===== config.mk =====
export PLATFORM = sky130hd
export DESIGN_NAME = smi_status_agg
export DESIGN_NICKNAME = d
export VERILOG_FILES = /design/src/rtl/smi_agg_pkg.sv /design/src/rtl/smi_src_gate.sv /design/src/rtl/smi_stat_reg.sv /design/src/rtl/smi_rd_port.sv /design/src/rtl/smi_status_agg.sv
export SDC_FILE = /design/constraint.sdc
export NUM_CORES = 1
export LEC_CHECK = 0
export ABC_AREA = 0
export BUFFER_PORTS_ARGS = -buffer_cell sky130_fd_sc_hd__buf_4
export CAP_MARGIN = 20
export CORE_UTILIZATION = 36
export CTS_CLUSTER_SIZE = 28
export DETAILED_ROUTE_END_ITERATION = 8
export PLACE_DENSITY = 0.88
export SKIP_LAST_GASP = 1
export SYNTH_ARGS = -nofsm -noshare
export SYNTH_HDL_FRONTEND = slang
export SYNTH_HIERARCHICAL = 1
export SYNTH_SLANG_ARGS = --single-unit

===== constraint.sdc =====
create_clock -name clk -period 2.5 [get_ports clk]
set_input_delay 0.125 -clock clk [delete_from_list [all_inputs] [get_ports clk]]
set_output_delay 0.125 -clock clk [all_outputs]
set_load 0.02 [all_outputs]

===== src/rtl/smi_agg_pkg.sv =====
package smi_agg_pkg;
  localparam int STAT_W   = 16;
  localparam int NSRC     = 6;
  localparam int SUM_BIT  = 9;
  localparam int ADDR_W   = 8;
  localparam int B_TMR1   = 0;
  localparam int B_UDEV1  = 2;
  localparam int B_CFG    = 5;
  localparam int UDEV_EN0 = 4;
  localparam logic [ADDR_W-1:0] A_TOP = 8'h00;
  localparam logic [ADDR_W-1:0] A_MIR = 8'h04;
  localparam logic [ADDR_W-1:0] A_PRI = 8'h06;
  localparam logic [ADDR_W-1:0] A_SPD = 8'h08;
  typedef logic [NSRC-1:0] src_vec_t;
endpackage


===== src/rtl/smi_src_gate.sv =====
module smi_src_gate
  import smi_agg_pkg::*;
#(
  parameter int N_TMR = 2,
  parameter int N_UDEV = 3,
  parameter int N_CFG = 6
) (
  input  logic [N_TMR-1:0]  evt_tmr,
  input  logic [N_UDEV-1:0] evt_udev,
  input  logic [N_CFG-1:0]  cfg_trap,
  input  logic [7:0]        tmr_ctl,
  input  logic [7:0]        udev_ctl,
  input  logic [N_CFG-1:0]  cfg_trap_en,
  output src_vec_t          set_vec
);
  always_comb begin
    set_vec = '0;
    for (int i = 0; i < N_TMR; i++) begin
      set_vec[B_TMR1+i] = evt_tmr[i] & tmr_ctl[i];
    end
    for (int j = 0; j < N_UDEV; j++) begin
      set_vec[B_UDEV1+j] = evt_udev[j] & udev_ctl[UDEV_EN0+j];
    end
    set_vec[B_CFG] = |(cfg_trap & cfg_trap_en);
  end
endmodule


===== src/rtl/smi_stat_reg.sv =====
module smi_stat_reg
  import smi_agg_pkg::*;
(
  input  logic     clk,
  input  logic     rst_n,
  input  src_vec_t set_vec,
  input  logic     clr,
  input  logic     spd_set,
  output src_vec_t stat_q,
  output logic     sum_q,
  output logic     spd_q
);
  src_vec_t stat_d;
  logic     sum_d;
  logic     spd_d;
  logic     upd;

  always_comb begin
    stat_d = (clr ? '0 : stat_q) | set_vec;
    sum_d  = (clr ? 1'b0 : sum_q) | (|set_vec);
    spd_d  = (clr ? 1'b0 : spd_q) | spd_set;
    upd    = clr | spd_set | (|set_vec);
  end

  always_ff @(posedge clk or negedge rst_n) begin
    if (!rst_n) begin
      stat_q <= '0;
      sum_q  <= 1'b0;
      spd_q  <= 1'b0;
    end else if (upd) begin
      stat_q <= stat_d;
      sum_q  <= sum_d;
      spd_q  <= spd_d;
    end
  end
endmodule


===== src/rtl/smi_rd_port.sv =====
module smi_rd_port
  import smi_agg_pkg::*;
(
  input  logic              rd_en,
  input  logic [ADDR_W-1:0] rd_addr,
  input  src_vec_t          stat_q,
  input  logic              sum_q,
  input  logic              spd_en,
  output logic [STAT_W-1:0] rd_data,
  output logic              clr,
  output logic              spd_set
);
  always_comb begin
    rd_data = '0;
    clr     = 1'b0;
    spd_set = 1'b0;
    if (rd_en) begin
      unique case (rd_addr)
        A_TOP: rd_data[SUM_BIT] = sum_q;
        A_MIR: rd_data[NSRC-1:0] = stat_q;
        A_PRI: begin
          rd_data[NSRC-1:0] = stat_q;
          clr = 1'b1;
        end
        A_SPD: spd_set = spd_en;
        default: rd_data = '0;
      endcase
    end
  end
endmodule


===== src/rtl/smi_status_agg.sv =====
module smi_status_agg
  import smi_agg_pkg::*;
#(
  parameter int N_CFG = 6
) (
  input  logic              clk,
  input  logic              rst_n,
  input  logic [1:0]        evt_tmr,
  input  logic [2:0]        evt_udev,
  input  logic [N_CFG-1:0]  cfg_trap,
  input  logic [7:0]        tmr_ctl,
  input  logic [7:0]        udev_ctl,
  input  logic [N_CFG-1:0]  cfg_trap_en,
  input  logic              spd_en,
  input  logic              rd_en,
  input  logic [ADDR_W-1:0] rd_addr,
  output logic [STAT_W-1:0] rd_data,
  output logic              smi_o
);
  logic     rst_meta;
  logic     rst_sync_n;
  src_vec_t set_vec;
  src_vec_t stat_q;
  logic     sum_q;
  logic     spd_q;
  logic     clr;
  logic     spd_set;

  always_ff @(posedge clk or negedge rst_n) begin
    if (!rst_n) begin
      rst_meta   <= 1'b0;
      rst_sync_n <= 1'b0;
    end else begin
      rst_meta   <= 1'b1;
      rst_sync_n <= rst_meta;
    end
  end

  smi_src_gate #(.N_TMR(2), .N_UDEV(3), .N_CFG(N_CFG)) u_gate (
    .evt_tmr(evt_tmr), .evt_udev(evt_udev), .cfg_trap(cfg_trap),
    .tmr_ctl(tmr_ctl), .udev_ctl(udev_ctl), .cfg_trap_en(cfg_trap_en),
    .set_vec(set_vec)
  );

  smi_rd_port u_rd (
    .rd_en(rd_en), .rd_addr(rd_addr), .stat_q(stat_q), .sum_q(sum_q),
    .spd_en(spd_en), .rd_data(rd_data), .clr(clr), .spd_set(spd_set)
  );

  smi_stat_reg u_stat (
    .clk(clk), .rst_n(rst_sync_n), .set_vec(set_vec), .clr(clr),
    .spd_set(spd_set), .stat_q(stat_q), .sum_q(sum_q), .spd_q(spd_q)
  );

  assign smi_o = sum_q | spd_q;
endmodule


==> qor_table.md <==
| Stage | Result | This run |
| --- | --- | --- |
| floorplan | Area enclosed by the die boundary | 1840 um^2 |
| synthesis | Share of Yosys cell area claimed by the top area cell type | 41.7% |
| placement | Placer's final routability congestion estimate | 0.754 |
| synthesis | Mapped cell area | 601 um^2 |
| floorplan | Die height | 42.8 um |
| drt | Number of vias after detailed routing | 572 |
| min path | Worst hold path type | flip-flop to async pin |
| clocking | Worst-skew pair later-pin latency | 0.26 ns |
| cells and area | Area taken by multi-input logic gates | 268 um^2 |
| clocking | Clock sink count | 10 |
| placement | Port-buffer cells | 41 |
| cells and area | Antenna fix cells | 0 |
| global routing | Aggregate global-route resource usage | 15.4% |
| synthesis | Most used standard cell by instance count after synthesis | dfrtp_1 |
| clocking | Clock buffer depth | 2 |
| global routing | First-pass GRT wire length | 2100 um |
| cells and area | Count of filler cells inserted in the layout | 148 |
| synthesis | Library cells used by synthesis | 21 |
| setup path | End of the worst register-to-register path | u_stat/sum_q |
| timing | Count of final hold-check violations | 0 |
| cells and area | Layout Nets | 154 |
| cells and area | Final cell count without fillers | 123 |
| synthesis | Synthesis-stage register bit count | 10 |
| clocking | Root buffer selected by CTS | clkbuf_4 |
| global routing | Via count of the first global-routing pass | 542 |
| floorplan | Starting density of the core | 39.4% |
| placement | Total placed cells including tap cells | 119 |
| synthesis | Most used flip-flop cell after synthesis | dfrtp_1 |
| setup path | Critical Path Fanout Max | 8 |
| setup path | Data required time at the worst endpoint | 2.64 ns |
| drt | Via count normalized by instance count | 4.65 |
| setup path | Setup slack, reg-to-reg | 1.59 ns |
| cells and area | Proportion of layout cells with a drive suffix above 1 | 43.9% |
| floorplan | Top-level I/O count | 62 |
| synthesis | Post-Synthesis Cells | 65 |
| timing | Period Utilization, post-route | 57.6% |
| pwr | Worst IR Drop VDD | 0.000251 V |
| cells and area | Total area of sequential cells | 250 um^2 |
| global routing | Pin count of the biggest net entering global routing | 10 |
| setup path | Critical Path AT | 1.58 ns |
| timing | Worst clock skew on the final layout | 0.00576 ns |
| clocking | Clock tree from TritonCTS | yes |
| timing | Fin Setup TNS | 0 ns |
| drt | Number of DRC markers after the initial detailed-route iteration | 7 |
| timing | Clock period minus final worst setup slack | 1.44 ns |
| placement | Placed instance area | 876 um^2 |
| cells and area | Area added between synthesis and finish | 51.2% |
| synthesis | Cells taking the most area after synthesis | dfrtp_1 (42%), buf_4 (11%), a21o_1 (7.5%), nor3_1 (5.8%), and2_1 (5.2%) |
| global routing | Initial antenna violation count | 0 |
| drt | DRT Pass-1 Iters | 3 |
| clocking | Clk pin slew, worst setup/hold paths | 0.06 ns |
| synthesis | Cell type with the largest total area after synthesis | dfrtp_1 |
| clocking | Deepest level of the CTS H-tree | 1 |
| setup path | R2R cell count | 1 |
| global routing | Grt ovf | 0 |
| drt | Routed wire per std cell | 10.9 um |
| timing | Number of pins exceeding their max-slew limit in the final report | 0 |
| job | Reported max-cap violation count | 0 |
| clocking | Num CTS Buffers | 3 |
| floorplan | Rows | 14 |
| pwr | Leakage power figure | 0.487 nW |
| synthesis | Async set or reset register ratio after synthesis | 100% |
| floorplan | Area of the core | 1520 um^2 |
| timing | Post-route worst hold slack | 0.119 ns |
| synthesis | Register area share after synthesis | 41.7% |
| setup path | Crit path capture type | flip-flop |
| synthesis | Synth Area per Inst | 9.24 um^2 |
| synthesis | EDFF count, synth | 0 |
| drt | Residual DRC | 0 |
| setup path | Startpoint type of the worst setup path | input port |
| setup path | Reg2Reg Launch Point | u_stat/sum_q |
| outcome | Outcome | finished clean |
| drt | Final wirelength | 1350 um |
| clocking | Post-CTS setup-driven buffer insertion count | 0 |
| synthesis | Most frequent cells after synthesis | dfrtp_1 (10), buf_4 (9), inv_1 (8) |
| cells and area | Non-Filler Cell Area, Final | 908 um^2 |
| floorplan | X dimension of the die | 42.8 um |
| placement | Detailed Place HPWL | 1110 um |
| timing | Final setup violating endpoints | 0 |
| pwr | Cell area power density | 378 nW/um^2 |
| synthesis | Count of warnings emitted by yosys | 6 |
| setup path | Critical path type | input port to flip-flop |
| timing | Max frequency | 694 MHz |
| timing | Setup repair after global routing missed its margin | false |
| drt | Antenna viol nets, final | 0 |
==> cell type report <==
class                           instances  area share [%]
Timing Repair Buffer                   42            35.0
Multi-Input combinational cell         44            29.5
Sequential cell                        10            27.5
Inverter                                8            3.31
Clock buffer                            3            2.48
Tap cell                               16            2.20
==> state kept, by name (all words and copies together) (netlist names) <==
name,cells
u_stat/stat_q,6
rst_meta,1
rst_sync_n,1
u_stat/spd_q,1
u_stat/sum_q,1
==> cell families after synthesis <==
group	after synthesis	synth area share, %
AO/OA/AOI/OAI	11	14.6
buffers and inverters	19	18.7
flip-flops	10	41.7
other	2	1.25
AND/OR/NAND/NOR	23	23.7
==> timing repair <==
action,CTS,global route
gates resized for setup,0,0
hold endpoints to repair,2,0
hold buffers,1,0
==> metrics by stage <==
stage / worst slack (ns) / power, mW / utilization, %
after CTS: 1.06 / 0.349 / 59.6
after global placement: 0.813 / 0.239 / 57.5
final: 1.06 / 0.344 / 59.6
after floorplan: 0.866 / 0.209 / -
after global routing: 0.993 / 0.361 / 59.6
after detailed placement: 0.803 / 0.241 / 57.5
==> critical path, stage by stage <==
cell      delay (ns)
buf_4           0.11
or4bb_1         0.63
nor3_1          0.18
inv_1           0.16
a2111o_1        0.38
==> worst max-delay path by stage <==
| stage | start | endpoint |
|---|---|---|
| finish | rd_addr[6] | u_stat/sum_q |
| global route | rd_addr[6] | u_stat/sum_q |
| CTS | rd_addr[0] | rd_data[9] |
| detailed placement | rd_addr[6] | u_stat/sum_q |
| global placement | rd_addr[6] | u_stat/sum_q |
| floorplan | rd_addr[0] | rd_data[9] |
==> layer usage <==
layer  GRT usage (%)  up-vias  routed length [um]
li1                -      283                   -
met2            25.8       41                 641
met4            7.50        0                   6
met5               0        -                   0
met1            18.8      246                 553
met3            2.98        2                 145
==> power by group <==
group	switching [mW]	leakage (nW)	total, mW	internal, mW
clock network	0.0492	0.0138	0.105	0.0553
logic	0.0291	0.375	0.0712	0.0421
registers	0.00311	0.0985	0.168	0.165
==> placed cells by master, fill, tap and decap left out, drive strengths merged, types with 3 or more instances in the layout <==
master and count:
a21o 7, and2 5, a22oi 3, nor3 7, clkbuf 3, conb 10
inv 8, buf 41, dfrtp 10
Power figures use the tool's default switching activity.
